$ cat config.mk
export PLATFORM = sky130hd
export DESIGN_NAME = spi_host_engine
export DESIGN_NICKNAME = d
export VERILOG_FILES = /design/src/rtl/spi_eng_pkg.sv /design/src/rtl/spi_edge_timer.sv /design/src/rtl/spi_shift_core.sv /design/src/rtl/spi_cs_gen.sv /design/src/rtl/spi_host_engine.sv
export SDC_FILE = /design/constraint.sdc
export NUM_CORES = 1
export LEC_CHECK = 0
export ABC_CLOCK_PERIOD_IN_PS = 7850
export BUFFER_PORTS_ARGS = -buffer_cell sky130_fd_sc_hd__clkbuf_2
export CAP_MARGIN = 5
export CORE_MARGIN = 5
export CORE_UTILIZATION = 50
export DETAILED_ROUTE_END_ITERATION = 12
export HOLD_SLACK_MARGIN = 0.08
export PLACE_DENSITY_LB_ADDON = 0.1
export SYNTH_ARGS = -nofsm -noshare
export SYNTH_HDL_FRONTEND = slang
export SYNTH_SLANG_ARGS = --single-unit
$ cat constraint.sdc
create_clock -name clk -period 7.85 [get_ports clk]
set_clock_uncertainty 0.15 [all_clocks]
set_input_delay 1.9625 -clock clk [delete_from_list [all_inputs] [get_ports clk]]
set_output_delay 1.9625 -clock clk [all_outputs]
set_load 0.05 [all_outputs]
$ cat src/rtl/spi_eng_pkg.sv
package spi_eng_pkg;
  // configuration word layout
  localparam int CFG_W    = 16;
  localparam int CFG_IN_W = 17;
  localparam int DIV_W    = 3;
  localparam int CS_W     = 4;
  localparam int B_MSTR   = 0;
  localparam int B_CPOL   = 1;
  localparam int B_CPHA   = 2;
  localparam int B_DIV_LO = 3;
  localparam int B_DEC    = 9;
  localparam int B_SS_LO  = 10;
  localparam int B_FORCE  = 14;
  localparam int B_MAN    = 15;
  localparam int B_TRIG   = 16;
  localparam logic [CFG_W-1:0] CFG_RST = 16'h7C09;

  typedef enum logic {ST_IDLE, ST_SHIFT} eng_state_t;
endpackage

$ cat src/rtl/spi_edge_timer.sv
module spi_edge_timer #(
  parameter int DIV_W = 3
) (
  input  logic             clk,
  input  logic             rst,
  input  logic             run_i,
  input  logic [DIV_W-1:0] div_i,
  output logic             tick_o
);
  localparam int CNT_W = (1 << DIV_W) - 1;

  logic [CNT_W-1:0] cnt_q;
  logic [CNT_W-1:0] lim;

  assign lim    = (CNT_W'(1) << div_i) - CNT_W'(1);
  assign tick_o = run_i && (cnt_q == lim);

  always_ff @(posedge clk) begin
    if (rst || !run_i || tick_o) cnt_q <= '0;
    else                         cnt_q <= cnt_q + CNT_W'(1);
  end

  // the caller never passes a divisor of zero, so edges are at least two cycles apart
  a_r2_tick_spacing: assert property (@(posedge clk) disable iff (rst)
    tick_o |=> !tick_o);
endmodule

$ cat src/rtl/spi_shift_core.sv
module spi_shift_core #(
  parameter int DATA_W = 8,
  parameter int EDGE_W = 4
) (
  input  logic              clk,
  input  logic              rst,
  input  logic              load_i,
  input  logic [DATA_W-1:0] tx_byte_i,
  input  logic              tick_i,
  input  logic [EDGE_W-1:0] edge_i,
  input  logic              cpha_i,
  input  logic              miso_i,
  output logic              mosi_o,
  output logic              rx_valid_o,
  output logic [DATA_W-1:0] rx_data_o
);
  localparam logic [EDGE_W-1:0] LAST = EDGE_W'(2 * DATA_W - 1);

  logic [DATA_W-2:0] tx_q;
  logic [DATA_W-1:0] rx_q;
  logic [DATA_W-1:0] rx_nxt;
  logic              sample;
  logic              adv;

  assign sample = (edge_i[0] == cpha_i);
  assign adv    = !sample && (edge_i != '0) && (edge_i != LAST);
  assign rx_nxt = {rx_q[DATA_W-2:0], miso_i};

  always_ff @(posedge clk) begin
    if (rst) begin
      tx_q       <= '0;
      rx_q       <= '0;
      mosi_o     <= 1'b0;
      rx_valid_o <= 1'b0;
      rx_data_o  <= '0;
    end else begin
      rx_valid_o <= 1'b0;
      if (load_i) begin
        tx_q   <= tx_byte_i[DATA_W-2:0];
        mosi_o <= tx_byte_i[DATA_W-1];
        rx_q   <= '0;
      end else if (tick_i) begin
        if (sample) rx_q <= rx_nxt;
        if (adv) begin
          mosi_o <= tx_q[DATA_W-2];
          tx_q   <= tx_q << 1;
        end
        if (edge_i == LAST) begin
          rx_valid_o <= 1'b1;
          rx_data_o  <= sample ? rx_nxt : rx_q;
        end
      end
    end
  end

  // MOSI only moves on a word load or an SCLK edge
  a_r3_mosi_hold: assert property (@(posedge clk) disable iff (rst)
    (!load_i && !tick_i) |=> $stable(mosi_o));
  // a word takes many cycles, so the valid pulse never repeats back to back
  a_r5_single_pulse: assert property (@(posedge clk) disable iff (rst)
    rx_valid_o |=> !rx_valid_o);
endmodule

$ cat src/rtl/spi_cs_gen.sv
module spi_cs_gen #(
  parameter int CS_W = 4
) (
  input  logic            clk,
  input  logic            rst,
  input  logic            active_i,
  input  logic            select_i,
  input  logic            decode_i,
  input  logic [CS_W-1:0] field_i,
  output logic [CS_W-1:0] cs_n_o
);
  logic [CS_W-1:0] pick;
  logic [CS_W-1:0] val;

  always_comb begin
    pick = '1;
    for (int i = CS_W - 1; i >= 0; i--) begin
      if (!field_i[i]) pick = ~(CS_W'(1) << i);
    end
  end

  assign val = decode_i ? field_i : pick;

  always_ff @(posedge clk) begin
    if (rst)                      cs_n_o <= '1;
    else if (active_i && select_i) cs_n_o <= val;
    else                          cs_n_o <= '1;
  end

  // in one-hot mode at most one line is low
  a_r12_single_line: assert property (@(posedge clk) disable iff (rst)
    !$past(decode_i) |-> ($countones(~cs_n_o) <= 1));
endmodule

$ cat src/rtl/spi_host_engine.sv
module spi_host_engine
  import spi_eng_pkg::*;
#(
  parameter int DATA_W = 8
) (
  input  logic                clk,
  input  logic                rst,
  input  logic                en_i,
  input  logic                cfg_wr_i,
  input  logic [CFG_IN_W-1:0] cfg_wdata_i,
  input  logic                tx_valid_i,
  input  logic [DATA_W-1:0]   tx_data_i,
  output logic                tx_pop_o,
  output logic                rx_valid_o,
  output logic [DATA_W-1:0]   rx_data_o,
  output logic                sclk_o,
  output logic                mosi_o,
  input  logic                miso_i,
  output logic [CS_W-1:0]     cs_n_o
);
  localparam int EDGE_W = $clog2(2 * DATA_W);
  localparam logic [EDGE_W-1:0] EDGE_LAST = EDGE_W'(2 * DATA_W - 1);

  logic [CFG_W-1:0]  cfg_q;
  logic              en_q;
  logic              cpol_a, cpha_a;
  eng_state_t        state_q, state_nxt;
  logic [EDGE_W-1:0] edge_q;
  logic [DIV_W-1:0]  div_q, div_eff;
  logic              trig_q;
  logic              run, en_rise, go, tick, last;
  logic              unused_cfg;

  assign unused_cfg = ^cfg_q[8:6];
  assign run        = en_i && cfg_q[B_MSTR];
  assign en_rise    = en_i && !en_q;
  assign go         = (state_q == ST_IDLE) && run && en_q && tx_valid_i &&
                      (!cfg_q[B_MAN] || trig_q);
  assign div_eff    = (cfg_q[B_DIV_LO +: DIV_W] == '0) ? DIV_W'(1)
                                                      : cfg_q[B_DIV_LO +: DIV_W];
  assign last       = tick && (edge_q == EDGE_LAST);

  always_comb begin
    state_nxt = state_q;
    if (!run)      state_nxt = ST_IDLE;
    else if (go)   state_nxt = ST_SHIFT;
    else if (last) state_nxt = ST_IDLE;
  end

  always_ff @(posedge clk) begin
    if (rst) begin
      cfg_q    <= CFG_RST;
      en_q     <= 1'b0;
      cpol_a   <= CFG_RST[B_CPOL];
      cpha_a   <= CFG_RST[B_CPHA];
      state_q  <= ST_IDLE;
      edge_q   <= '0;
      div_q    <= DIV_W'(1);
      trig_q   <= 1'b0;
      tx_pop_o <= 1'b0;
      sclk_o   <= 1'b0;
    end else begin
      en_q     <= en_i;
      state_q  <= state_nxt;
      tx_pop_o <= go;
      if (cfg_wr_i) cfg_q <= cfg_wdata_i[CFG_W-1:0];
      if (en_rise) begin
        cpol_a <= cfg_q[B_CPOL];
        cpha_a <= cfg_q[B_CPHA];
      end
      if (cfg_wr_i && cfg_wdata_i[B_TRIG] && cfg_wdata_i[B_MAN]) trig_q <= 1'b1;
      else if (go || !cfg_q[B_MAN])                             trig_q <= 1'b0;
      if (go) begin
        div_q  <= div_eff;
        edge_q <= '0;
      end else if (tick) begin
        edge_q <= edge_q + EDGE_W'(1);
      end
      if (!run || state_q == ST_IDLE) sclk_o <= cpol_a;
      else if (tick)                  sclk_o <= ~sclk_o;
    end
  end

  spi_edge_timer #(.DIV_W(DIV_W)) u_timer (
    .clk   (clk),
    .rst   (rst),
    .run_i (run && (state_q == ST_SHIFT)),
    .div_i (div_q),
    .tick_o(tick)
  );

  spi_shift_core #(.DATA_W(DATA_W), .EDGE_W(EDGE_W)) u_shift (
    .clk       (clk),
    .rst       (rst),
    .load_i    (go),
    .tx_byte_i (tx_data_i),
    .tick_i    (tick),
    .edge_i    (edge_q),
    .cpha_i    (cpha_a),
    .miso_i    (miso_i),
    .mosi_o    (mosi_o),
    .rx_valid_o(rx_valid_o),
    .rx_data_o (rx_data_o)
  );

  spi_cs_gen #(.CS_W(CS_W)) u_cs (
    .clk     (clk),
    .rst     (rst),
    .active_i(run),
    .select_i(cfg_q[B_FORCE] || (state_nxt == ST_SHIFT)),
    .decode_i(cfg_q[B_DEC]),
    .field_i (cfg_q[B_SS_LO +: CS_W]),
    .cs_n_o  (cs_n_o)
  );

  // a low enable releases every select line in the next cycle
  a_r7_cs_release: assert property (@(posedge clk) disable iff (rst)
    !en_i |=> (cs_n_o == '1));
  // captured polarity and phase only change after an enable rise
  a_r6_mode_hold: assert property (@(posedge clk) disable iff (rst)
    !en_rise |=> $stable({cpol_a, cpha_a}));
  // the pop strobe is a single-cycle pulse
  a_r8_pop_pulse: assert property (@(posedge clk) disable iff (rst)
    tx_pop_o |=> !tx_pop_o);
  // an untriggered manual engine stays idle
  a_r9_wait_trigger: assert property (@(posedge clk) disable iff (rst)
    (cfg_q[B_MAN] && !trig_q && state_q == ST_IDLE) |=> (state_q == ST_IDLE));
endmodule

---- Yosys cells after proc, flatten, opt, wreduce, memory -nomap -nowiden ----
Index checks and enable logic that the tools add are counted.
storage, ports and cells
  bits in registers ....................... 66
  input bits .............................. 31
  logic and storage cells ................. 87
operators by class
  $add $sub $neg .......................... 3
  equal/unequal tests ..................... 4
  shifts and indexed selects .............. 1
  multiplexer cells ....................... 21
  bitwise gates (word level) .............. 5
  reductions and logical operators ........ 36
operators with widths
  operator             count
  $mux 7               3
  $mux 4               5
  $logic_and 1x1->1    14
  $mux 1               11
  $mux 8               1
  $reduce_bool 2->1    4
  $add 7x1->7 const B  1
  $eq 7x7->1           1
  $shl 1x3->7 const A  1
  $sub 7x2->7 const B  1
  $logic_or 1x1->1     6
  $logic_not 1->1      5
  $not 1->1            5
  $add 4x1->4 const B  1
  $eq 4x4->1 const B   1
  $ne 4x4->1 const B   1
  $reduce_bool 4->1    1
  $reduce_or 2->1      2
  $logic_not 3->1      1
  $mux 3               1
  $reduce_and 3->1     1
  $reduce_or 3->1      1
  $reduce_and 2->1     1
  $eq 1x1->1           1

---- Longest topological paths before layout ----
  depth in word-level cells ............... 12
  gate-level depth with buffers ........... 12
  gate-level depth less buffers ........... 9

---- Cells and area by module ----
A second synthesis with hierarchy kept.
unflattened totals
  cell total of the unflattened synthesis .. 323
  area, all modules ....................... 2999.1 um2
modules (own cells, without submodules)
  module           instances  cells an instance  area an instance (um2)  sequential area each (um2)
  spi_shift_core   1          154                1321.3                  500.5
  spi_host_engine  1          104                1058.5                  540.5
  spi_edge_timer   1          53                 479.2                   140.1
  spi_cs_gen       1          12                 140.1                   80.1

---- Worst setup path after synthesis ----
OpenSTA, ideal clock, no wires.
  path kind ............................... input port to flip-flop
  start point ............................. in en_i
  end point ............................... reg u_shift.rx_valid_o
  library setup time ...................... 0.115 ns
  data arrival time ....................... 3.240 ns
  data required time ...................... 7.585 ns
  path slack .............................. 4.345 ns
  cell stages on the path ................. 5
  buffers on the path ..................... 1
  cell sequence ........................... nand2_1 -> a2111oi_1 -> nor2_1 -> clkbuf_1 -> and2_1
on the way
  cells in the longest elaborated chain, start to end .. 6
  elaborated cells between the ends (all ways) .. 9
  classes of those cells .................. 1 x bitwise; 8 x reduce/logical
ends and longest elaborated chain
  what                             RTL line               source
  start: declaration               spi_host_engine.sv:8   input logic en_i,
  $logic_and 1x1->1 *              spi_host_engine.sv:35  assign run = en_i && cfg_q[B_MSTR];
  $logic_and 1x1->1 (4 in series)  spi_host_engine.sv:37  assign go = (state_q == ST_IDLE) && run && en_q && tx_valid_i &&
  $reduce_or 3->1 (no line) *      -
  end signal: assignment           spi_shift_core.sv:34   rx_valid_o <= 1'b0;
  end signal: assignment           spi_shift_core.sv:37   rx_valid_o <= 1'b0;
  end signal: assignment           spi_shift_core.sv:49   rx_valid_o <= 1'b1;
  end: declaration                 spi_shift_core.sv:14   output logic rx_valid_o,
Every way passes the cells marked *; elsewhere a longest branch is shown, timed or not.
A chain may end at the register's enable or synchronous reset.

---- Worst setup path in the final report ----
  start point ............................. in en_i
  end point ............................... reg u_shift.rx_q[5]
on the way
  cells in the longest elaborated chain, start to end .. 6
  elaborated cells between the ends (all ways) .. 8
  classes of those cells .................. 8 x reduce/logical
ends and longest elaborated chain
  what                             RTL line               source
  $logic_and 1x1->1 *              spi_host_engine.sv:35
  $logic_and 1x1->1 (4 in series)  spi_host_engine.sv:37
  $reduce_or 2->1 (no line)        -
  end signal: assignment           spi_shift_core.sv:43   if (sample) rx_q <= rx_nxt;
  end: declaration                 spi_shift_core.sv:20   logic [DATA_W-1:0] rx_q;
Marked as above.

==> impl_metrics.yaml <==
status:
  status: "finished, final reports clean"
yosys:
  synth_mux_area_frac: 0.117
  ys_types: 44
  synthSimpleGateAreaFrac: 0.227
  synth-warning-count: 0
  async_flop_share: 0
  synth_edf_count: 0
  synth_xor_area_frac: 0.0456
  synthAdderAreaFrac: 0.0175
  syn-cell-area_um2: 2860
  synth_compound_area_frac: 0.105
  synth_top_family_by_area: "simple AND/OR/NAND/NOR gates"
  avgSynthCellArea_um2: 8.84
  synthFlopType: "dfxtp_1"
  syn_inst: 323
  synth.net_count: 358
  ys_seq_area_frac: 0.442
  synth_seq_cells: 63
clock_network:
  cts_root_buf: "clkbuf_8"
  cts_tree: "done"
  clock_latency_ps: 340
  cts_max_path_buffers: 2
  clock_sinks: 63
  hold_buffers: 0
  cts.clk_slew.worst_paths_ps: 70
  numCtsBuffers: 9
  cts_resized: 0
  htree_levels: 3
  postCtsSetupRepairBufs: 0
grt:
  grt_max_degree: 35
  grt_pass1_wl_um: 9770
  grt_antenna_before_repair: 0
  grt_use_total: 0.169
  grt_overflow_total: 0
  grt_pass1_vias: 2208
sta:
  tns_ps: 0
  worst_pin_slew_ps: 912
  hold_viol: 0
  post-route-period-util: 0.468
  period_needed_ps: 3670
  rsz0062_at_grt: "no"
  slew_viol_final: 0
  max_freq_mhz: 272
  maxSlewHeadroom: 0.388
  setup_viol: 0
die:
  die_h_um: 85.6
  start_util: 0.515
  fp.dieArea_um2: 7320
  num_rows: 27
  die-width_um: 85.6
  ioPinCount: 47
  core-area_um2: 5540
critical_path:
  crit_path_max_fanout: 12
  critPathCaptureType: "register"
  crit_type: "in -> reg"
  crit_arrival_ps: 3790
  cp-start-kind: "input port"
  cp.required_ps: 7960
detailed_routing:
  wl_um: 5740
  vias: 2262
  drtPass1Iterations: 4
  first_iter_violations: 73
  wl_per_cell_um: 13.0
  route.detailed.drc: 0
  ant_nets: 0
  viasPerCell: 5.13
layout:
  num_antenna_cells: 0
  drive_above_1_share: 0.182
  nets: 399
  final_util: 0.592
  regArea_um2: 1260
  final_area_um2: 3280
  multi_input_area_um2: 1470
  fillers: 517
  final_common_cell: "nand2_1"
  layout_common_cells: "nand2_1, dfxtp_1, nor2_1"
  syn_to_final_growth_pct: 14.9
power:
  power_density_nw_per_um2: 195
  ir_drop_v: 0.000117
  leakage_nw: 1.31
job:
  drv_cap: 0
placement:
  gp_congestion: 0.746
  place_hpwl_um: 4090
  portBuffers: 43
  place_area_um2: 3090
worst_hold_path:
  hp-class: "reg -> reg"
==> sequential cells by signal, summed over array words and instances, names as in the netlist <==
name                flops
div_q                   3
en_q                    1
trig_q                  1
edge_q                  4
tx_pop_o                1
u_cs.cs_n_o             4
u_shift.rx_data_o       8
cpol_a                  1
u_shift.rx_valid_o      1
u_shift.tx_q            7
u_timer.cnt_q           7
sclk_o                  1
cpha_a                  1
state_q                 1
u_shift.mosi_o          1
u_shift.rx_q            8
cfg_q                  13
==> cells in the mapped netlist, drive strengths merged (3+ instances only) <==
master  number  area (µm²)
clkbuf       9        33.8
o21ai        3        15.0
and3         6        37.5
nand2b       3        18.8
a311oi       9        78.8
buf          7        65.1
xnor2       10        87.6
nand3       13        65.1
nand2       65         244
xor2         4        42.6
inv          8        30.0
mux2i       32         320
nor2        44         165
a21oi        7        35.0
dfxtp       63        1260
nor3         6        30.0
ha           4        50.1
a31oi        4        40.0
==> worst max-delay path: stages <==
cell,delay [ps]
clkbuf_2,140
nand3_1,120
a2111o_1,460
a31oi_4,360
and2_1,490
mux2i_1,260
==> worst paths after layout <==
kind	from	to	slack, ps	cells after the start
worst min register to register	u_shift.rx_q[7]$_SDFFE_PP0P_	u_shift.rx_q[7]$_SDFFE_PP0P_	310	2
worst max register to register	div_q[1]$_SDFFE_PP0P_	u_shift.rx_q[5]$_SDFFE_PP0P_	4470	9
worst max-delay path	en_i	u_shift.rx_q[5]$_SDFFE_PP0P_	4180	6
worst min-delay path	u_shift.rx_q[7]$_SDFFE_PP0P_	u_shift.rx_q[7]$_SDFFE_PP0P_	310	2
==> cells by family after synthesis <==
logic type | Yosys count
AOI/OAI and AO/OA | 35
muxes | 33
buffers and inverters | 25
adders and majority gates | 4
and+or+nand+nor | 149
xor gates and xnor gates | 14
DFF | 63
==> where the power goes <==
| part | internal [mW] | total [mW] | switching [mW] |
|---|---|---|---|
| Clock | 0.145 | 0.269 | 0.124 |
| Sequential | 0.327 | 0.332 | 0.00517 |
| Combinational | 0.0157 | 0.0377 | 0.0220 |
==> layout make-up <==
class / instances / share of cell area
Clock buffer: 10 / 0.0389
Tap cell: 72 / 0.0275
Multi-Input combinational cell: 235 / 0.448
Inverter: 9 / 0.0103
Timing Repair Buffer: 46 / 0.0725
Sequential cell: 63 / 0.385
Clock inverter: 6 / 0.0187
==> metal layers <==
| metal | vias up | global-route usage | wire length, µm |
|---|---|---|---|
| li1 | 1186 | - | - |
| met5 | - | 0 | 0 |
| met2 | 29 | 0.281 | 2700 |
| met4 | 0 | 0.0719 | 104 |
| met1 | 1035 | 0.200 | 2700 |
| met3 | 12 | 0.0538 | 237 |
==> per-stage QoR <==
stage	setup slack (ps)	power (mW)	hold slack [ps]	std cells
finish	4180	0.639	309	441
global route	4060	0.670	345	441
detailed placement	3830	0.377	300	425
global placement	3840	0.377	294	425
CTS	4160	0.647	311	441
floorplan	4340	0.364	270	323
No activity file was read; power rests on OpenSTA's default activity.
